## config.mk

```make
export PLATFORM = sky130hd
export DESIGN_NAME = pkt_page_mgr
export DESIGN_NICKNAME = d
export VERILOG_FILES = /design/src/rtl/ppa_pkg.sv /design/src/rtl/ppa_popcount.sv /design/src/rtl/ppa_head_port.sv /design/src/rtl/pkt_page_mgr.sv
export SDC_FILE = /design/constraint.sdc
export NUM_CORES = 1
export LEC_CHECK = 0
export ABC_AREA = 0
export BUFFER_PORTS_ARGS = -buffer_cell sky130_fd_sc_hd__buf_2
export CAP_MARGIN = 20
export CORE_MARGIN = 1.5
export CORE_UTILIZATION = 55
export CTS_BUF_LIST = sky130_fd_sc_hd__clkbuf_8
export DETAILED_ROUTE_END_ITERATION = 6
export HOLD_SLACK_MARGIN = 0.02
export PLACE_DENSITY = 0.79
export SETUP_SLACK_MARGIN = 0.3
export SLEW_MARGIN = 25
export SYNTH_ARGS = -nofsm -noshare
export SYNTH_HDL_FRONTEND = slang
export SYNTH_SLANG_ARGS = --single-unit
export TNS_END_PERCENT = 5
```

## constraint.sdc

```tcl
create_clock -name clk -period 2.76 [get_ports clk]
set_clock_uncertainty 0.1 [all_clocks]
set_input_delay 0.276 -clock clk [delete_from_list [all_inputs] [get_ports clk]]
set_output_delay 0.276 -clock clk [all_outputs]
set_load 0.01 [all_outputs]
```

## src/rtl/ppa_pkg.sv

```systemverilog
package ppa_pkg;
  localparam logic [7:0] SENTINEL = 8'h80;

  typedef enum logic [2:0] {
    OP_NOP      = 3'd0,
    OP_ALLOC    = 3'd1,
    OP_RESET    = 3'd2,
    OP_RX_POP   = 3'd3,
    OP_RX_FREE  = 3'd4,
    OP_RELEASE  = 3'd5,
    OP_TX_PUSH  = 3'd6,
    OP_TX_CLEAR = 3'd7
  } mmu_op_e;
endpackage

```

## src/rtl/ppa_popcount.sv

```systemverilog
module ppa_popcount #(
  parameter int W  = 4,
  parameter int CW = $clog2(W + 1)
) (
  input  logic [W-1:0]  bits_i,
  output logic [CW-1:0] count_o
);
  always_comb begin
    count_o = '0;
    for (int i = 0; i < W; i++) begin
      count_o = count_o + {{(CW-1){1'b0}}, bits_i[i]};
    end
  end
endmodule

```

## src/rtl/ppa_head_port.sv

```systemverilog
module ppa_head_port #(
  parameter int PW = 2,
  parameter int CW = 3
) (
  input  logic [CW-1:0] cnt_i,
  input  logic [PW-1:0] head_i,
  output logic [7:0]    head_o
);
  import ppa_pkg::*;
  assign head_o = (cnt_i == '0) ? SENTINEL : {{(8-PW){1'b0}}, head_i};
endmodule

```

## src/rtl/pkt_page_mgr.sv

```systemverilog
module pkt_page_mgr #(
  parameter int PAGES = 4
) (
  input  logic       clk,
  input  logic       rst_n,
  input  logic       cmd_valid,
  input  logic [2:0] cmd_op,
  input  logic [1:0] sel_page,
  input  logic       rx_push,
  input  logic       tx_en,
  input  logic       auto_rel,
  input  logic       ack_tx,
  output logic [7:0] alloc_result,
  output logic [7:0] rx_head,
  output logic [7:0] done_head,
  output logic [2:0] pages_used,
  output logic       st_alloc,
  output logic       st_rcv,
  output logic       tx_empty,
  output logic       tx_done,
  output logic       tx_fire,
  output logic [1:0] tx_page
);
  import ppa_pkg::*;

  localparam int PW = $clog2(PAGES);
  localparam int CW = $clog2(PAGES + 1);
  localparam logic [CW-1:0] FULL_CNT = CW'(PAGES);
  localparam logic [CW-1:0] ONE      = CW'(1);

  typedef struct packed {
    logic [PAGES-1:0] mask;
    logic [7:0]       res;
    logic             st;
  } alloc_t;

  // state registers
  alloc_t          alc_q, alc_n;
  logic [PW-1:0]   txq_q [PAGES];
  logic [PW-1:0]   txq_n [PAGES];
  logic [PW-1:0]   dnq_q [PAGES];
  logic [PW-1:0]   dnq_n [PAGES];
  logic [PW-1:0]   rxq_q [PAGES];
  logic [PW-1:0]   rxq_n [PAGES];
  logic [CW-1:0]   txc_q, txc_n, dnc_q, dnc_n, rxc_q, rxc_n;
  logic            rcv_q, rcv_n, fire_q, fire_n;
  logic [PW-1:0]   fpg_q, fpg_n, pick_n;

  function automatic logic [PW-1:0] first_free(input logic [PAGES-1:0] m);
    logic [PW-1:0] r;
    r = '0;
    for (int i = PAGES - 1; i >= 0; i--) begin
      if (!m[i]) r = PW'(i);
    end
    return r;
  endfunction

  // free a page, then serve a pending transmit allocation
  function automatic alloc_t free_page(input alloc_t a, input logic [PW-1:0] pg);
    alloc_t r;
    logic [PW-1:0] f;
    r = a;
    r.mask[pg] = 1'b0;
    if (r.res == SENTINEL && !(&r.mask)) begin
      f = first_free(r.mask);
      r.mask[f] = 1'b1;
      r.res = {{(8-PW){1'b0}}, f};
      r.st = 1'b1;
    end
    return r;
  endfunction

  // next state: acknowledge, command, receive, transmit step
  always_comb begin
    alc_n  = alc_q;
    txq_n  = txq_q;  txc_n = txc_q;
    dnq_n  = dnq_q;  dnc_n = dnc_q;
    rxq_n  = rxq_q;  rxc_n = rxc_q;
    rcv_n  = rcv_q;
    fire_n = 1'b0;
    fpg_n  = fpg_q;
    pick_n = '0;

    if (ack_tx && dnc_n != '0) begin
      for (int i = 0; i < PAGES - 1; i++) dnq_n[i] = dnq_n[i+1];
      dnc_n = dnc_n - ONE;
    end

    if (cmd_valid) begin
      unique case (mmu_op_e'(cmd_op))
        OP_ALLOC: begin
          alc_n.res = SENTINEL;
          alc_n.st  = 1'b0;
          if (!(&alc_n.mask)) begin
            pick_n = first_free(alc_n.mask);
            alc_n.mask[pick_n] = 1'b1;
            alc_n.res = {{(8-PW){1'b0}}, pick_n};
            alc_n.st  = 1'b1;
          end
        end
        OP_RESET: begin
          alc_n.mask = '0;
          alc_n.res  = '0;
          txc_n = '0;
          dnc_n = '0;
          rxc_n = '0;
        end
        OP_RX_POP, OP_RX_FREE: begin
          if (rxc_n != '0) begin
            if (mmu_op_e'(cmd_op) == OP_RX_FREE) alc_n = free_page(alc_n, rxq_n[0]);
            for (int i = 0; i < PAGES - 1; i++) rxq_n[i] = rxq_n[i+1];
            rxc_n = rxc_n - ONE;
          end
          rcv_n = (rxc_n != '0);
        end
        OP_RELEASE: alc_n = free_page(alc_n, sel_page[PW-1:0]);
        OP_TX_PUSH: begin
          if (txc_n < FULL_CNT) begin
            for (int i = 0; i < PAGES; i++) begin
              if (CW'(i) == txc_n) txq_n[i] = sel_page[PW-1:0];
            end
            txc_n = txc_n + ONE;
          end
        end
        OP_TX_CLEAR: begin
          txc_n = '0;
          dnc_n = '0;
        end
        default: ;
      endcase
    end

    if (rx_push && !(&alc_n.mask) && rxc_n < FULL_CNT) begin
      pick_n = first_free(alc_n.mask);
      alc_n.mask[pick_n] = 1'b1;
      for (int i = 0; i < PAGES; i++) begin
        if (CW'(i) == rxc_n) rxq_n[i] = pick_n;
      end
      rxc_n = rxc_n + ONE;
      rcv_n = 1'b1;
    end

    if (tx_en && txc_n != '0) begin
      fire_n = 1'b1;
      fpg_n  = txq_n[0];
      for (int i = 0; i < PAGES - 1; i++) txq_n[i] = txq_n[i+1];
      txc_n = txc_n - ONE;
      if (auto_rel) begin
        alc_n = free_page(alc_n, fpg_n);
      end else if (dnc_n < FULL_CNT) begin
        for (int i = 0; i < PAGES; i++) begin
          if (CW'(i) == dnc_n) dnq_n[i] = fpg_n;
        end
        dnc_n = dnc_n + ONE;
      end
    end
  end

  always_ff @(posedge clk or negedge rst_n) begin
    if (!rst_n) begin
      alc_q  <= '0;
      txc_q  <= '0;
      dnc_q  <= '0;
      rxc_q  <= '0;
      rcv_q  <= 1'b0;
      fire_q <= 1'b0;
      fpg_q  <= '0;
      for (int i = 0; i < PAGES; i++) begin
        txq_q[i] <= '0;
        dnq_q[i] <= '0;
        rxq_q[i] <= '0;
      end
    end else begin
      alc_q  <= alc_n;
      txc_q  <= txc_n;
      dnc_q  <= dnc_n;
      rxc_q  <= rxc_n;
      rcv_q  <= rcv_n;
      fire_q <= fire_n;
      fpg_q  <= fpg_n;
      for (int i = 0; i < PAGES; i++) begin
        txq_q[i] <= txq_n[i];
        dnq_q[i] <= dnq_n[i];
        rxq_q[i] <= rxq_n[i];
      end
    end
  end

  ppa_head_port #(.PW(PW), .CW(CW)) i_rx_head (
    .cnt_i (rxc_q), .head_i (rxq_q[0]), .head_o (rx_head)
  );
  ppa_head_port #(.PW(PW), .CW(CW)) i_done_head (
    .cnt_i (dnc_q), .head_i (dnq_q[0]), .head_o (done_head)
  );
  ppa_popcount #(.W(PAGES), .CW(CW)) i_used (
    .bits_i (alc_q.mask), .count_o (pages_used)
  );

  assign alloc_result = alc_q.res;
  assign st_alloc     = alc_q.st;
  assign st_rcv       = rcv_q;
  assign tx_empty     = (txc_q == '0);
  assign tx_done      = (dnc_q != '0);
  assign tx_fire      = fire_q;
  assign tx_page      = fpg_q;

  AST_GRANT_FREE: assert property (@(posedge clk) disable iff (!rst_n)
    cmd_valid && cmd_op == 3'd1 && !(&alc_q.mask) |=> alloc_result < 8'h80 && st_alloc);
  AST_FULL_FAIL: assert property (@(posedge clk) disable iff (!rst_n)
    cmd_valid && cmd_op == 3'd1 && (&alc_q.mask) && !(tx_en && auto_rel)
    |=> alloc_result == 8'h80 && !st_alloc);
  AST_RESET_FREES: assert property (@(posedge clk) disable iff (!rst_n)
    cmd_valid && cmd_op == 3'd2 && !rx_push |=> pages_used == '0 && alloc_result == 8'h00);
  AST_RX_LAST_POP: assert property (@(posedge clk) disable iff (!rst_n)
    cmd_valid && (cmd_op == 3'd3 || cmd_op == 3'd4) && rxc_q == ONE && !rx_push
    |=> rx_head == 8'h80 && !st_rcv);
  AST_NO_SEND_IDLE: assert property (@(posedge clk) disable iff (!rst_n)
    !tx_en |=> !tx_fire);
  AST_TX_CLEARED: assert property (@(posedge clk) disable iff (!rst_n)
    cmd_valid && cmd_op == 3'd7 |=> tx_empty && !tx_done);
endmodule

```

Word level (Yosys, flattened, before mapping)
Index checks and enable logic that the tools add are counted.
{"block": "word_totals", "wordCells": 228, "regBits": 50, "inputBits": 12, "out_inout_bits": 34}
{"block": "op_classes", "n_lt_le_gt_ge": 19, "addsub": 9, "reduce_logical": 40, "eq_ne": 18, "muxes": 109, "n_bitwise": 12}
{"op": "13-bit 2-to-1 mux", "count": 9}
{"op": "2-bit 2-to-1 mux", "count": 47}
{"op": "8-bit 2-to-1 mux", "count": 9}
{"op": "12-bit case mux with 4 select lines", "count": 1}
{"op": "3-bit 2-to-1 mux", "count": 14}
{"op": "6-bit 2-to-1 mux", "count": 5}
{"op": "2-bit by 3-bit less-than comparator with 1-bit output (second input constant)", "count": 8}
{"op": "4-bit AND reduction", "count": 6}
{"op": "4-bit OR", "count": 5}
{"op": "2-bit by 3-bit == test with 1-bit output (first input constant)", "count": 6}
{"op": "1-bit demux with 2-bit select", "count": 8}
{"op": "8-bit == test (second input constant)", "count": 2}
{"op": "2-bit by 1-bit greater-or-equal comparator with 1-bit output (second input constant)", "count": 8}
{"op": "1-bit logical AND", "count": 15}
{"op": "3-bit zero test", "count": 5}
{"op": "4-bit AND", "count": 3}
{"op": "3-bit == test (second input constant)", "count": 4}
{"op": "1-bit 2-to-1 mux", "count": 12}
{"op": "4-bit NOT", "count": 3}
{"op": "3-bit case mux with 2 select lines", "count": 2}
{"op": "3-bit nonzero test", "count": 4}
{"op": "3-bit by 1-bit adder with 3-bit output (second input constant)", "count": 3}
{"op": "1-bit by 3-bit == test with 1-bit output (first input constant)", "count": 3}
{"op": "3-bit less-than comparator (second input constant)", "count": 3}
{"op": "12 further kinds", "count": 22}

Logic depth before layout (Yosys ltp)
{"block": "logic_depth", "word_depth": 52, "mapped_depth": 15, "mapped_depth_nobuf": 14}

Cells and area by module
From an unflattened synthesis, not the netlist that was laid out.
{"block": "unflattened", "hier_cells": 430, "area_unflattened_um2": 3903.7}
{"module": "pkt_page_mgr", "cells_per_inst": 404, "area_each_um2": 3712.3, "n_inst": 1, "seq_area_each_um2": 1251.2}
{"module": "ppa_head_port", "cells_per_inst": 9, "area_each_um2": 63.8, "n_inst": 2, "seq_area_each_um2": 0.0}
{"module": "ppa_popcount", "cells_per_inst": 8, "area_each_um2": 63.8, "n_inst": 1, "seq_area_each_um2": 0.0}

Worst setup path before layout
OpenSTA, ideal clock, no wires.
{"block": "synth_timing", "kind": "input to register", "from": "in cmd_op[2]", "to": "reg alc_q (netlist bit alloc_result[0])", "cell_stages": 13, "n_path_buf": 1, "setup_slack_ns": -0.318, "t_required_ns": 2.573, "setup_time_ns": 0.087, "t_arrival_ns": 2.891, "cell_sequence": "clkbuf_1 -> nand2b_1 -> nor3_1 -> a22oi_1 -> ha_1 -> ha_1 -> nand2b_1 -> clkinv_1 -> nand2_1 -> a211o_1 -> a2111oi_4 -> o2111ai_1 -> o211ai_1"}
{"element": "from (decl)", "line": "pkt_page_mgr.sv:7", "rtl": "input logic [2:0] cmd_op,"}
{"element": "to (signal assigned)", "line": "pkt_page_mgr.sv:174", "rtl": "alc_q <= alc_n;"}
{"element": "to (decl)", "line": "pkt_page_mgr.sv:38", "rtl": "alloc_t alc_q, alc_n;"}

==> reports/metrics.cfg <==
[clock_network]
cts-root-buf=clkbuf_8
htree_levels=2
clock_sinks=50
cts_buffer_depth=2
numCtsBuffers=5
worstSkewPairLatency_ns=0.32
cts.clk_slew.worst_paths_ns=0.11
cts_tree=done

[place]
port_buffers=35
placed_area_um2=4180
dp_hpwl_um=6990
place_congestion=0.925

[synthesis]
post_synth_and_or_nand_nor_area_fraction_pct=21.3
synthXorXnorAreaFrac_pct=1.39
yosysWarnings=0
synth_fa_ha_area_share_pct=7.79
syn_inst=423
mappedNetlistArea_um2=3790
synth-seq-cells=50
synth_top_family_by_area=simple AND/OR/NAND/NOR gates
synth_compound_area_share_pct=18.1
synthMuxAreaShare_pct=9.70
yosysSeqAreaShare_pct=33.0
avgSynthCellArea_um2=8.97
synthTopCellsByArea=dfrtp_1 33%, mux2i_1 7.9%, ha_1 7.3%
synth_common_cells=50 x dfrtp_1, 42 x nand2_1, 30 x mux2i_1
synth_flop_cell=dfrtp_1
ys_async_sr_fraction_pct=100
synth_cell_type_count=71
synth_edf_count=0
synth_top_area_share_pct=33.0
yosysTopAreaCell=dfrtp_1
yosysMostFrequentCell=dfrtp_1

[hold_path]
hold_start=rx_push
min-delay-path-class=in2reg

[setup_path]
cp-startpoint=alloc_result[4]
worst_setup_path_end_kind=flip-flop
r2r-start=alloc_result[4]
cp_data_required_time_ns=2.93
cp.arrival_ns=2.81
crit_path_start_kind=flip-flop
timing_worst_setup_path_type=reg2reg
worstPathMaxFanout=4

[global_route]
grt_overflow=0
antenna_found_initial=0
first_global_vias=3242
grt_pass1_wl_um=15800
grt_max_degree=27
grt_usage_pct=26.8

[final_layout]
nFillCells=515
diodes=0
layout-drive-gt1-share_pct=30.2
fin_nets=524
syn2layout_area_growth_pct=20.7
postLayoutCellArea_um2=4580

[floorplanning]
initial_core_util_pct=56.4
die_area_um2=7400
coreArea_um2=6720
fp.dieW_um=86.0
io_pins=46
rows=30
fp.dieH_um=86.0

[drt]
ant_nets=0
drt_pass1_iterations=5
vias=3509
drc=0
wl_per_cell_um=17.5
via_per_inst=6.16
drt-total-wl_um=9960
first_iter_violations=351

[sta]
fmax_mhz=378
fin_tns_setup_ns=0
period_needed_ns=2.64
whs_ns=0.119
rsz0062_at_grt=true
slew_violations=0
relSlewSlack_pct=57.4
hold_viol=0
setup_viol=0
tightest_slew_ns=0.635
fin_crit_sh_pct=95.7

[power_and_ir_drop]
cellPowerDensity_nw_per_um2=906
ir_worst_vdd_uv=391
p_leak_nw=2.24

[flow_run]
cap_violations=0

[run_status]
status=finished, final reports clean

registers in the layout, indices dropped and copies added (netlist names):
name,count
st_alloc,1
dnc_q,3
rxq_q,8
tx_fire,1
dnq_q,8
alloc_result,8
txq_q,8
rxc_q,3
tx_page,2
alc_q,4
txc_q,3
st_rcv,1
stage by stage:
step	util (%)	std cells	setup slack, ns	total power [mW]
floorplan	-	432	0.208	2.69
global placement	62.2	543	0.107	3.21
detailed placement	62.2	543	-0.00851	3.30
CTS	66.0	560	0.172	4.02
global route	68.1	570	0.0148	4.46
finish	68.1	570	0.118	4.15
routing by layer:
layer | wire, um | up-vias | track usage [%] | part of all wire [%]
met5 | 0 | - | 0 | 0
met4 | 262 | 0 | 8.36 | 2.6
met3 | 673 | 29 | 3.75 | 6.8
met2 | 5010 | 183 | 45.6 | 50
met1 | 4020 | 1669 | 35.2 | 40
li1 | - | 1628 | - | -
worst paths after layout:
| kind | end | slack [ns] | cells after the start |
|---|---|---|---|
| hold reg to reg | tx_page[1] | 0.38 | 2 |
| min in group asynchronous | txc_q[0] | 0.39 | 2 |
| max in group asynchronous | dnc_q[2] | 1.43 | 3 |
| setup / recovery | alc_q[12] | 0.12 | 7 |
| hold / removal | rxc_q[2] | 0.12 | 3 |
| setup reg to reg | alc_q[12] | 0.12 | 7 |
worst max-delay path, stage by stage (launching register included):
cell and delay [ns]:
dfrtp_1 0.43, or4_4 0.58, nor4_4 0.31, o211ai_1 0.20, o211a_1 0.25, or4_1 0.48
a22o_1 0.19, nand2_1 0.05
repair_timing:
action / in CTS / in global routing
hold buffers: 1 / 0
endpoints found under the setup margin: 28 / 32
pin swaps: 7 / 12
hold endpoints to repair: 24 / 0
resized for setup: 15 / 18
buffers inserted: 8 / 10
layout make-up:
class / count / area, um^2 / share of cell area, %
tap: 80 / 100 / 2.19
clock buffer: 5 / 68.8 / 1.50
multi-input combinational: 321 / 2430 / 53.1
inverter: 23 / 91.3 / 2.00
clock inverter: 3 / 48.8 / 1.07
timing repair buffer: 88 / 579 / 12.7
sequential: 50 / 1260 / 27.5
logic make-up (layout without fill, tap and decap cells):
| logic type | after synthesis | in the layout |
|---|---|---|
| DFF | 50 | 50 |
| AOI/OAI and AO/OA | 96 | 96 |
| and+or+nand+nor | 150 | 150 |
| buffers and inverters | 61 | 119 |
| muxes | 36 | 36 |
| xor gates and xnor gates | 6 | 6 |
| adders and majority gates | 23 | 23 |
| other | 1 | 10 |
power by group:
part | internal, mW | switching, mW
clock | 0.277 | 0.287
combinational | 1.05 | 1.27
sequential | 1.03 | 0.238
total | 2.35 | 1.80
cells in the final DEF (no fill, tap or decap), types with 6 or more instances in the layout:
master / Yosys / final
o211ai_1: 6 / 6
buf_2: 5 / 35
nor2b_1: 7 / 7
nor2_1: 26 / 25
conb_1: 1 / 10
mux2_2: 6 / 6
nand2_1: 42 / 39
a21oi_1: 18 / 17
ha_1: 22 / 17
dfrtp_2: 0 / 6
nand3_1: 14 / 14
o21ai_0: 15 / 15
dfrtp_1: 50 / 44
mux2i_1: 30 / 30
inv_1: 22 / 19
and2_1: 12 / 11
a31oi_1: 9 / 9
buf_4: 20 / 51
No activity file was read; power rests on OpenSTA's default activity.
